### src/rtl/ld_pkg.sv
`timescale 1ns/1ps
package ld_pkg;
  // Pipeline depth from the start edge to the result: operand, log, output registers.
  localparam int LATENCY = 3;

  // Load strobes from control to datapath, one per register stage.
  typedef struct packed {
    logic capOps;
    logic capLog;
    logic capOut;
  } ldStrobe_t;
endpackage

### src/rtl/ld_log_unit.sv
`timescale 1ns/1ps
// Approximate base-2 logarithm of an unsigned operand, signed fixed point with FRAC fraction bits.
module ld_log_unit #(
  parameter int W          = 16,
  parameter int FRAC       = 8,
  parameter int CENTER     = 1,
  parameter int CORR_BITS  = 5,
  parameter int PLAIN_BITS = 6
) (
  input  logic [W-1:0]                     operand,
  output logic signed [$clog2(W)+FRAC+1:0] logOut,
  output logic signed [FRAC+1:0]           fracOut
);
  localparam int KW   = $clog2(W) + 1;
  localparam int FW   = FRAC + 2;
  localparam int LOGW = KW + FRAC + 1;

  typedef logic signed [FW-1:0] corrTab_t  [2**CORR_BITS];
  typedef logic signed [FW-1:0] plainTab_t [2**PLAIN_BITS];

  // Correction = log2(1+d) - d/ln2, taken at the centre of each bin of d in [-0.5, 0.5).
  function automatic corrTab_t mkCorr();
    corrTab_t t;
    for (int i = 0; i < 2**CORR_BITS; i++) begin
      real dc, cv;
      dc = (real'(i) + 0.5) / real'(2**CORR_BITS) - 0.5;
      cv = ($ln(1.0 + dc) - dc) / $ln(2.0);
      t[i] = FW'(longint'(cv * real'(2**FRAC)));
    end
    return t;
  endfunction

  // Direct fractional log for a mantissa in [1, 2), bin centres.
  function automatic plainTab_t mkPlain();
    plainTab_t t;
    for (int i = 0; i < 2**PLAIN_BITS; i++) begin
      real mv;
      mv = 1.0 + (real'(i) + 0.5) / real'(2**PLAIN_BITS);
      t[i] = FW'(longint'($ln(mv) / $ln(2.0) * real'(2**FRAC)));
    end
    return t;
  endfunction

  logic [KW-1:0]         msbIdx;
  logic [KW-1:0]         kVal;
  logic [W-1:0]          norm;
  logic                  nonZero;
  logic signed [FW-1:0]  fracVal;

  // Leading-one detector: highest set bit wins.
  always_comb begin
    msbIdx = '0;
    for (int i = 0; i < W; i++)
      if (operand[i]) msbIdx = KW'(i);
  end

  assign norm    = operand << (KW'(W - 1) - msbIdx);
  assign nonZero = norm[W-1];

  generate
    if (CENTER != 0) begin : g_center
      localparam int DW     = W + 2;
      localparam int CB     = 12;
      localparam int PW     = DW + CB + 2;
      localparam int LIN_SH = W + CB - FRAC;
      localparam logic [W-1:0]           SQRT2_N = W'(longint'($sqrt(2.0) * real'(2**(W-1))));
      localparam logic signed [PW-1:0]   LN_CS   = PW'(longint'(real'(2**CB) / $ln(2.0)));
      localparam logic signed [DW-1:0]   HALF    = DW'(2**(W-1));
      localparam logic signed [DW-1:0]   ONE     = DW'(2**W);
      localparam corrTab_t               CORR    = mkCorr();

      logic                   above;
      logic signed [DW-1:0]   dVal;
      logic signed [PW-1:0]   dExt;
      logic [CORR_BITS-1:0]   idx;
      logic signed [FW-1:0]   linVal;

      always_comb begin
        above   = norm >= SQRT2_N;
        // d in W fraction bits: mantissa halved when it passes sqrt(2).
        dVal    = above ? ($signed({2'b00, norm}) - ONE)
                        : ($signed({1'b0, norm, 1'b0}) - ONE);
        dExt    = {{(PW-DW){dVal[DW-1]}}, dVal};
        linVal  = FW'((dExt * LN_CS) >>> LIN_SH);
        idx     = CORR_BITS'((dVal + HALF) >>> (W - CORR_BITS));
        fracVal = linVal + CORR[idx];
      end
      assign kVal = msbIdx + KW'(above);
    end else begin : g_plain
      localparam plainTab_t PLAIN = mkPlain();
      logic [PLAIN_BITS-1:0] idx;
      assign idx     = PLAIN_BITS'(norm >> (W - 1 - PLAIN_BITS));
      assign fracVal = PLAIN[idx];
      assign kVal    = msbIdx;
    end
  endgenerate

  always_comb begin
    logOut  = $signed({1'b0, kVal, {FRAC{1'b0}}})
            + $signed({{(LOGW-FW){fracVal[FW-1]}}, fracVal});
    fracOut = fracVal;
    if (!nonZero) begin
      logOut  = '0;
      fracOut = '0;
    end
  end
endmodule

### src/rtl/ld_ctrl.sv
`timescale 1ns/1ps
// Valid pipeline that issues one load strobe per datapath stage.
module ld_ctrl
  import ld_pkg::*;
(
  input  logic      clk,
  input  logic      rstN,
  input  logic      start,
  output ldStrobe_t strobe,
  output logic      validOut
);
  logic [LATENCY-1:0] vPipe;

  always_ff @(posedge clk or negedge rstN) begin
    if (!rstN) vPipe <= '0;
    else       vPipe <= {vPipe[LATENCY-2:0], start};
  end

  assign strobe.capOps = start;
  assign strobe.capLog = vPipe[0];
  assign strobe.capOut = vPipe[1];
  assign validOut      = vPipe[LATENCY-1];
endmodule

### src/rtl/ld_datapath.sv
`timescale 1ns/1ps
// Operand registers, log difference, antilog with barrel shift, saturation.
module ld_datapath
  import ld_pkg::*;
#(
  parameter int W          = 16,
  parameter int FRAC       = 8,
  parameter int CENTER     = 1,
  parameter int CORR_BITS  = 5,
  parameter int PLAIN_BITS = 6
) (
  input  logic             clk,
  input  logic             rstN,
  input  ldStrobe_t        strobe,
  input  logic [W-1:0]     dividend,
  input  logic [W-1:0]     divisor,
  output logic [W+FRAC-1:0] quotient,
  output logic             divZero
);
  localparam int KW   = $clog2(W) + 1;
  localparam int LOGW = KW + FRAC + 1;
  localparam int FW   = FRAC + 2;
  localparam int DFW  = LOGW + 1;
  localparam int QW   = W + FRAC;
  localparam int OFF  = W + 1;
  localparam int RSH  = OFF + W - 1 - FRAC;
  localparam int WW   = 3 * W + 2;
  localparam int ALN  = 2**FRAC;
  localparam logic signed [DFW-1:0] OFF_S = DFW'(OFF);

  typedef logic [W-1:0] alTab_t [ALN];

  // Mantissa 2^(i/ALN) with W-1 fraction bits.
  function automatic alTab_t mkAnti();
    alTab_t t;
    for (int i = 0; i < ALN; i++)
      t[i] = W'(longint'((2.0 ** (real'(i) / real'(ALN))) * real'(2**(W-1))));
    return t;
  endfunction
  localparam alTab_t ANTI = mkAnti();

  // Stage A: operands.
  logic [W-1:0] yA, xA;
  always_ff @(posedge clk or negedge rstN) begin
    if (!rstN) begin
      yA <= '0;
      xA <= '0;
    end else if (strobe.capOps) begin
      yA <= dividend;
      xA <= divisor;
    end
  end

  // Logs of both operands: index 0 dividend, index 1 divisor.
  logic [W-1:0]           opV   [2];
  logic signed [LOGW-1:0] logV  [2];
  logic signed [FW-1:0]   fracV [2];
  assign opV[0] = yA;
  assign opV[1] = xA;

  for (genvar g = 0; g < 2; g++) begin : g_log
    ld_log_unit #(
      .W(W), .FRAC(FRAC), .CENTER(CENTER),
      .CORR_BITS(CORR_BITS), .PLAIN_BITS(PLAIN_BITS)
    ) u_log (
      .operand (opV[g]),
      .logOut  (logV[g]),
      .fracOut (fracV[g])
    );
  end

  // Stage B: log difference and zero flags.
  logic signed [DFW-1:0] diffB;
  logic                  dzB, yzB;
  always_ff @(posedge clk or negedge rstN) begin
    if (!rstN) begin
      diffB <= '0;
      dzB   <= 1'b0;
      yzB   <= 1'b0;
    end else if (strobe.capLog) begin
      diffB <= {logV[0][LOGW-1], logV[0]} - {logV[1][LOGW-1], logV[1]};
      dzB   <= (xA == '0);
      yzB   <= (yA == '0);
    end
  end

  // Antilog: table for the fraction, barrel shift for the integer part.
  logic signed [DFW-1:0] ipVal, shVal;
  logic [FRAC-1:0]       fpVal;
  logic [WW-1:0]         wide, qFull;
  logic [QW-1:0]         qNext;
  always_comb begin
    ipVal = diffB >>> FRAC;
    fpVal = diffB[FRAC-1:0];
    shVal = ipVal + OFF_S;
    wide  = WW'(ANTI[fpVal]) << shVal;
    qFull = wide >> RSH;
    if (dzB)                      qNext = '1;
    else if (yzB || shVal < 0)    qNext = '0;
    else if (|qFull[WW-1:QW])     qNext = '1;
    else                          qNext = qFull[QW-1:0];
  end

  // Stage C: result.
  always_ff @(posedge clk or negedge rstN) begin
    if (!rstN) begin
      quotient <= '0;
      divZero  <= 1'b0;
    end else if (strobe.capOut) begin
      quotient <= qNext;
      divZero  <= dzB;
    end
  end

  // Centred build: each fractional log stays within half an octave plus a small margin.
  if (CENTER != 0) begin : g_chk
    localparam int LIM = 2**(FRAC-1) + 2**(FRAC-5);
    for (genvar g = 0; g < 2; g++) begin : g_op
      p_frac_bound_r2: assert property (@(posedge clk) disable iff (!rstN)
        strobe.capLog |-> (fracV[g] <= FW'(LIM)) && (fracV[g] >= -FW'(LIM)));
    end
  end
endmodule

### src/rtl/log_divider.sv
`timescale 1ns/1ps
// Top: log-domain approximate divider, three-stage pipeline.
module log_divider
  import ld_pkg::*;
#(
  parameter int W          = 16,
  parameter int FRAC       = 8,
  parameter int CENTER     = 1,
  parameter int CORR_BITS  = 5,
  parameter int PLAIN_BITS = 6
) (
  input  logic              clk,
  input  logic              rstN,
  input  logic              start,
  input  logic [W-1:0]      dividend,
  input  logic [W-1:0]      divisor,
  output logic [W+FRAC-1:0] quotient,
  output logic              validOut,
  output logic              divZero
);
  ldStrobe_t strobe;

  ld_ctrl u_ctrl (
    .clk      (clk),
    .rstN     (rstN),
    .start    (start),
    .strobe   (strobe),
    .validOut (validOut)
  );

  ld_datapath #(
    .W(W), .FRAC(FRAC), .CENTER(CENTER),
    .CORR_BITS(CORR_BITS), .PLAIN_BITS(PLAIN_BITS)
  ) u_dp (
    .clk      (clk),
    .rstN     (rstN),
    .strobe   (strobe),
    .dividend (dividend),
    .divisor  (divisor),
    .quotient (quotient),
    .divZero  (divZero)
  );

  p_latency_r1: assert property (@(posedge clk) disable iff (!rstN)
    start |-> ##3 validOut);

  p_no_spurious_r1: assert property (@(posedge clk) disable iff (!rstN)
    validOut |-> $past(start, 3));

  p_dz_allones_r3: assert property (@(posedge clk) disable iff (!rstN)
    (validOut && divZero) |-> (&quotient));

  p_dz_source_r3: assert property (@(posedge clk) disable iff (!rstN)
    (start && divisor == '0) |-> ##3 (validOut && divZero));

  p_zero_dividend_r4: assert property (@(posedge clk) disable iff (!rstN)
    (start && dividend == '0 && divisor != '0) |-> ##3 (quotient == '0 && !divZero));
endmodule

### config.mk
export PLATFORM = sky130hd
export DESIGN_NAME = log_divider
export DESIGN_NICKNAME = d
export VERILOG_FILES = /design/src/rtl/ld_pkg.sv /design/src/rtl/ld_log_unit.sv /design/src/rtl/ld_ctrl.sv /design/src/rtl/ld_datapath.sv /design/src/rtl/log_divider.sv
export SDC_FILE = /design/constraint.sdc
export NUM_CORES = 1
export LEC_CHECK = 0
export BUFFER_PORTS_ARGS = -buffer_cell sky130_fd_sc_hd__buf_4
export CAP_MARGIN = 10
export CORE_UTILIZATION = 40
export CTS_CLUSTER_DIAMETER = 40
export CTS_CLUSTER_SIZE = 25
export DETAILED_ROUTE_END_ITERATION = 10
export MAX_ROUTING_LAYER = met4
export SYNTH_ARGS = -nofsm -noshare
export SYNTH_HDL_FRONTEND = slang
export SYNTH_SLANG_ARGS = --single-unit
### constraint.sdc
create_clock -name clk -period 11.3 [get_ports clk]
set_clock_uncertainty 0.2 [all_clocks]
set_input_delay 1.695 -clock clk [delete_from_list [all_inputs] [get_ports clk]]
set_output_delay 1.695 -clock clk [all_outputs]
set_load 0.005 [all_outputs]
Yosys cells after proc, flatten, opt, wreduce, memory -nomap -nowiden
Memory sizes are Yosys's and may differ from the RTL's.
Cells that the tools add are included.
{"block": "classes", "n_shift": 3, "bitwise": 3, "addsub": 16, "mux": 43, "order_cmp": 6, "n_reduce_logical": 4, "n_mul": 2}
{"op": "2-to-1 mux 5 bit", "n": 24}
{"op": "2-to-1 mux 24 bit", "n": 3}
{"op": "multiplier 18 x 14 -> 30 bit (second input constant)", "n": 2}
{"op": "<< shifter 16 x 15 -> 50 bit", "n": 1}
{"op": "2-to-1 mux 10 bit", "n": 4}
{"op": "2-to-1 mux 18 bit", "n": 2}
{"op": "subtractor 16 x 17 -> 18 bit (second input constant)", "n": 2}
{"op": "subtractor 17 x 17 -> 18 bit (second input constant)", "n": 2}
{"op": "adder 16 bit (second input constant)", "n": 2}
{"op": ">= comparator 16 bit (second input constant)", "n": 2}
{"op": "zero test 16 bit", "n": 2}
{"op": "2-to-1 mux 16 bit", "n": 2}
{"op": "<< shifter 16 x 5 -> 16 bit", "n": 2}
{"op": "adder 14 x 10 -> 14 bit", "n": 2}
{"op": "2-to-1 mux 14 bit", "n": 2}
{"op": "adder 10 bit", "n": 2}
{"op": "subtractor 14 x 14 -> 15 bit", "n": 1}
{"op": ">= comparator 6 bit (second input constant)", "n": 2}
{"op": "NOT 5 -> 6 bit", "n": 2}
{"op": "adder 5 x 1 -> 5 bit", "n": 2}
{"op": "subtractor 4 x 5 -> 5 bit (first input constant)", "n": 2}
{"op": ">= comparator 9 bit (second input constant)", "n": 1}
{"op": "NOT 8 -> 9 bit", "n": 1}
{"op": "adder 7 x 6 -> 8 bit (second input constant)", "n": 1}
{"op": "5 further kinds", "n": 9}
{"block": "totals", "elab_cells": 88, "inputBits": 35, "regBits": 77, "romBits": 4736, "output_inout_bits": 26, "mem_count": 3}
{"name": "(name not given)", "words": 256, "word_bits": 16, "rd": 1, "rd_clocked_by_memory_dff": 0, "wr": 0, "line": "ld_datapath.sv:96", "rtl": "wide = WW'(ANTI[fpVal]) << shVal;"}
{"name": "(name not given)", "words": 32, "word_bits": 10, "rd": 1, "rd_clocked_by_memory_dff": 0, "wr": 0, "line": "ld_log_unit.sv:86", "rtl": "fracVal = linVal + CORR[idx];"}
{"name": "(name not given)", "words": 32, "word_bits": 10, "rd": 1, "rd_clocked_by_memory_dff": 0, "wr": 0, "line": "ld_log_unit.sv:86"}

Logic depth before layout (Yosys ltp)
{"block": "logic_depth", "ltp_word": 28, "ltp_mapped": 59}

Cells and area by module
From an unflattened synthesis, not the netlist that was laid out.
{"block": "hier_totals", "cells_unflattened": 2786, "hier_area_um2": 22510.3}
{"module": "ld_datapath", "instances": 1, "cells_each": 1257, "seq_area_each_um2": 1851.8, "area_each_um2": 9599.2}
{"module": "ld_log_unit at u_dp.g_log[0].u_log", "instances": 1, "cells_each": 804, "seq_area_each_um2": 0.0, "area_each_um2": 6607.6}
{"module": "ld_log_unit at u_dp.g_log[1].u_log", "instances": 1, "cells_each": 721, "seq_area_each_um2": 0.0, "area_each_um2": 6221.0}
{"module": "ld_ctrl", "instances": 1, "cells_each": 4, "seq_area_each_um2": 75.1, "area_each_um2": 82.6}

Worst setup path before layout
OpenSTA, ideal clock, no wires.
{"block": "synth_timing", "path_kind": "register to register", "startpoint": "reg u_dp.xA[2]", "endpoint": "reg u_dp.diffB[13]", "arrival_time_ps": 12097, "path_stages_with_launch": 55, "slack_ps": -1118, "setup_time_ps": 120, "cell_sequence": "dfrtp_1 > buf_2 > nand2b_1 > a221o_1 > a211o_1 > buf_6 > inv_4 > mux2i_1 > o21ai_0 > a311oi_1 > buf_2 > nor2_1 > a21oi_1 > o31a_1 > buf_6 > clkinv_2 > buf_2 > o21ai_0 > (+19 left out) > nor2_1 > xnor2_1 > ha_1 > a21oi_1 > o21ai_0 > o311ai_0 > xnor3_2 > ha_1 > o21a_1 > nor2_1 > a21oi_1 > xor2_1 > nand2_1 > ha_1 > inv_1 > a2111oi_0 > o21ai_0 > a31o_2"}
{"block": "synth_via", "elab_chain_cells": 27, "elab_cells_between_ends": 31, "classes_between": "add/sub: 8; mul: 1; order compare: 1; shift: 1; mux: 18; bitwise: 1; memory: 1"}
{"element": "from (decl)", "line": "ld_datapath.sv:43", "rtl": "logic [W-1:0] yA, xA;"}
{"element": "from (signal assigned)", "line": "ld_datapath.sv:50", "rtl": "xA <= divisor;"}
{"element": "branches (longest 25 deep; another with 2-to-1 mux 5 bit)"}
{"element": "2-to-1 mux 14 bit (*)", "line": "ld_log_unit.sv:102", "rtl": "if (!nonZero) begin"}
{"element": "subtractor 14 x 14 -> 15 bit (*)", "line": "ld_datapath.sv:81", "rtl": "diffB <= {logV[0][LOGW-1], logV[0]} - {logV[1][LOGW-1], logV[1]};"}
{"element": "to (signal assigned)", "line": "ld_datapath.sv:81"}
{"element": "to (decl)", "line": "ld_datapath.sv:73", "rtl": "logic signed [DFW-1:0] diffB;"}
Every way passes the cells marked *. The select of a mux whose other input is x is not followed.
A chain may end at the register's enable or synchronous reset.

Final worst setup path
Ends and elaborated chain as after synthesis.

==> impl_metrics.json <==
{
  "grt-ovfl-total": 0,
  "drc_errors": 0,
  "crit_path_end_kind": "flop",
  "tightestPinTransition_ns": 1.08,
  "cts.sinks": 77,
  "clockBufferDepth": 2,
  "ant_nets": 0,
  "synth_adder_area_share": 0.333,
  "clk_pin_slew_ns": 0.08,
  "regToRegStartpoint": "u_dp.xA[2]",
  "die_y_microns": 230,
  "path_buf_inv": 8,
  "vias": 20798,
  "timing.rr.end": "u_dp.diffB[13]",
  "die-area_sq_mm": 0.0527,
  "yosys_warnings": 0,
  "clock_latency_ns": 0.37,
  "nets": 3334,
  "critPathMaxFanout": 6,
  "critPathSlowestCell": "fa_1",
  "avgSynthCellArea_sq_um": 8.18,
  "hold_depth": 1,
  "syn_inst": 2532,
  "synth-xor-area-share": 0.0302,
  "drive_above_1_share": 0.270,
  "grt_util_all_layers": 0.266,
  "placementRows": 83,
  "synth_most_common_cell": "ha_1",
  "synth_compound_gate_area_share": 0.230,
  "finalMaxSlewViolations": 0,
  "violations": "negative setup slack",
  "routed_wl_microns": 68200,
  "ff2ff_path_depth": 50,
  "grt_max_degree": 73,
  "synth_top_area_frac": 0.175,
  "antennaDiodeCount": 0,
  "finalSetupViolCount": 5,
  "synth_area_leaders": "ha_1 (18%), fa_1 (16%), dfrtp_1 (9.3%), inv_1 (4.5%), a21oi_1 (3.7%)",
  "critPathRequiredTime_ns": 11.36,
  "crit_type": "flop to flop",
  "stdcell_count": 3531,
  "yosys.area_share.simple": 0.167,
  "initial_utilization": 0.405,
  "ys_ff_latch": 77,
  "core_region_area_sq_mm": 0.0512,
  "grt_pass1_vias": 20837,
  "cts_root_buf": "clkbuf_16",
  "port_buffers": 60,
  "synth_top_area_cell": "ha_1",
  "cap_violations": 0,
  "antenna_found_initial": 0,
  "max_stage_delay_ns": 0.56,
  "finalCoreUtilization": 0.505,
  "maxSlewHeadroom": 0.277,
  "synth_area_sq_mm": 0.0207,
  "r2r_slack_ns": -0.37,
  "min_to": "u_dp.quotient[14]",
  "async_flop_share": 1.00,
  "finalWeightedCongestion": 1.03,
  "setup_ws_ns": -0.373,
  "timing.fmax_ghz": 0.0857,
  "yosysSeqAreaShare": 0.0930,
  "hold_class": "flop to flop",
  "via_per_inst": 5.89,
  "hold_viol_final": 0,
  "cts_max_level": 3,
  "ys.flop_type": "dfrtp_1",
  "area_growth_pct": 24.7,
  "cp-start-kind": "flop",
  "worstPathArrival_ns": 11.73,
  "synth-edff-count": 0,
  "min_from": "u_dp.quotient[14]",
  "grt_pass1_wl_microns": 111000,
  "dp_hpwl_microns": 52800,
  "rsz0062_at_grt": "yes",
  "syn_nets": 3020,
  "ios": 61,
  "finalCriticalPeriod_ns": 11.67,
  "ys_types": 96,
  "cts_buffers": 9,
  "tritoncts": "built",
  "synthMuxAreaShare": 0.0685,
  "synth_common_cells": "ha_1 (290), inv_1 (246), nor2_1 (206)",
  "drtIter0Drc": 1999,
  "finalCritPeriodShare": 1.03,
  "cp_common_cell": "fa_1",
  "die_w_microns": 230,
  "drtPass1Iterations": 6,
  "synth_top_family_by_area": "adder cells",
  "status": "complete, but fails checks",
  "dp_cells": 3479,
  "avgRoutedWirePerCell_microns": 19.3,
  "crit_family": "compound AO/OA/AOI/OAI gates"
}
## cells in the final DEF (no fill, tap or decap), types with 23 or more instances in the layout
| master | netlist | routed |
|---|---|---|
| buf_4 | 2 | 445 |
| ha_1 | 290 | 267 |
| inv_1 | 246 | 224 |
| nor2_1 | 206 | 193 |
| nand2_1 | 173 | 163 |
| fa_1 | 163 | 157 |
| a21oi_1 | 155 | 138 |
| o21ai_0 | 142 | 117 |
| dfrtp_1 | 77 | 72 |
| nand3_1 | 62 | 61 |
| nor3_1 | 57 | 53 |
| nor2b_1 | 44 | 42 |
| nand2b_1 | 44 | 40 |
| mux2_2 | 40 | 38 |
| xnor2_1 | 40 | 35 |
| mux2i_1 | 45 | 34 |
| o211ai_1 | 32 | 32 |
| a21o_1 | 29 | 29 |
| a211oi_1 | 30 | 26 |
| a31oi_1 | 32 | 26 |
| inv_2 | 6 | 23 |
| and2_1 | 27 | 23 |
| mux4_2 | 23 | 23 |
## flip-flops by register name, indices dropped and copies added, names as in the netlist
register       count
u_dp.divZero       1
u_ctrl.vPipe       3
u_dp.dzB           1
u_dp.yA           16
u_dp.quotient     24
u_dp.diffB        15
u_dp.xA           16
u_dp.yzB           1
## logic make-up after synthesis
group / Yosys count
XOR/XNOR: 65
buffers and inverters: 411
AND/OR/NAND/NOR: 716
adder cells (fa/ha/maj): 454
flip-flops: 77
multiplexers: 108
AO/OA/AOI/OAI: 701
## per-layer routing
metal	global-route usage	up-vias	wire, microns
met2	0.421	846	31800
met1	0.353	10065	30000
met4	0.0781	0	2040
met3	0.0324	162	4290
met5	-	-	0
li1	-	9725	-
## cell type report
cell class | count | area [sq um]
Multi-Input combinational cell | 2044 | 18300
Clock inverter | 7 | 62.6
Inverter | 257 | 987
Timing Repair Buffer | 456 | 3480
Sequential cell | 77 | 1940
Tap cell | 680 | 851
Fill cell | 4849 | 25400
Timing Repair inverter | 1 | 6.26
Clock buffer | 9 | 225
## worst max path at each step
stage,startpoint,to,slack [ns],cells after the start
6_report,u_dp.xA[2],u_dp.diffB[13],-0.37,50
3_3_place_gp,u_dp.xA[13],u_dp.diffB[13],-0.44,51
2_1_floorplan,u_dp.yA[8],u_dp.diffB[13],-0.23,53
5_1_grt,u_dp.xA[2],u_dp.diffB[13],-0.92,52
4_1_cts,u_dp.xA[2],u_dp.diffB[13],-0.39,50
3_5_place_dp,u_dp.xA[13],u_dp.diffB[13],-0.77,49
## timing repair
action                     in CTS  in global routing
hold buffers                    0                  0
setup endpoints to repair       8                  8
pin swaps                      81                 59
setup buffers                  23                 14
gates cloned                    1                  0
hold endpoints to repair        0                  0
resized for setup              90                 87
## through the flow
stage                     hold slack, ns  cell area (sq um)  setup TNS, ns  setup slack [ns]
final                              0.323              25800          -1.10            -0.373
after global routing               0.345              25800          -4.06            -0.924
after CTS                          0.330              25400          -1.28            -0.391
after detailed placement           0.312              24500          -3.54            -0.773
after global placement             0.305              24500          -1.70            -0.442
after floorplan                    0.193              21100         -0.264            -0.229
Power is left out: the tool's default activity adds up to more than one toggle a clock period on the data nets, which glitch-free logic cannot reach.
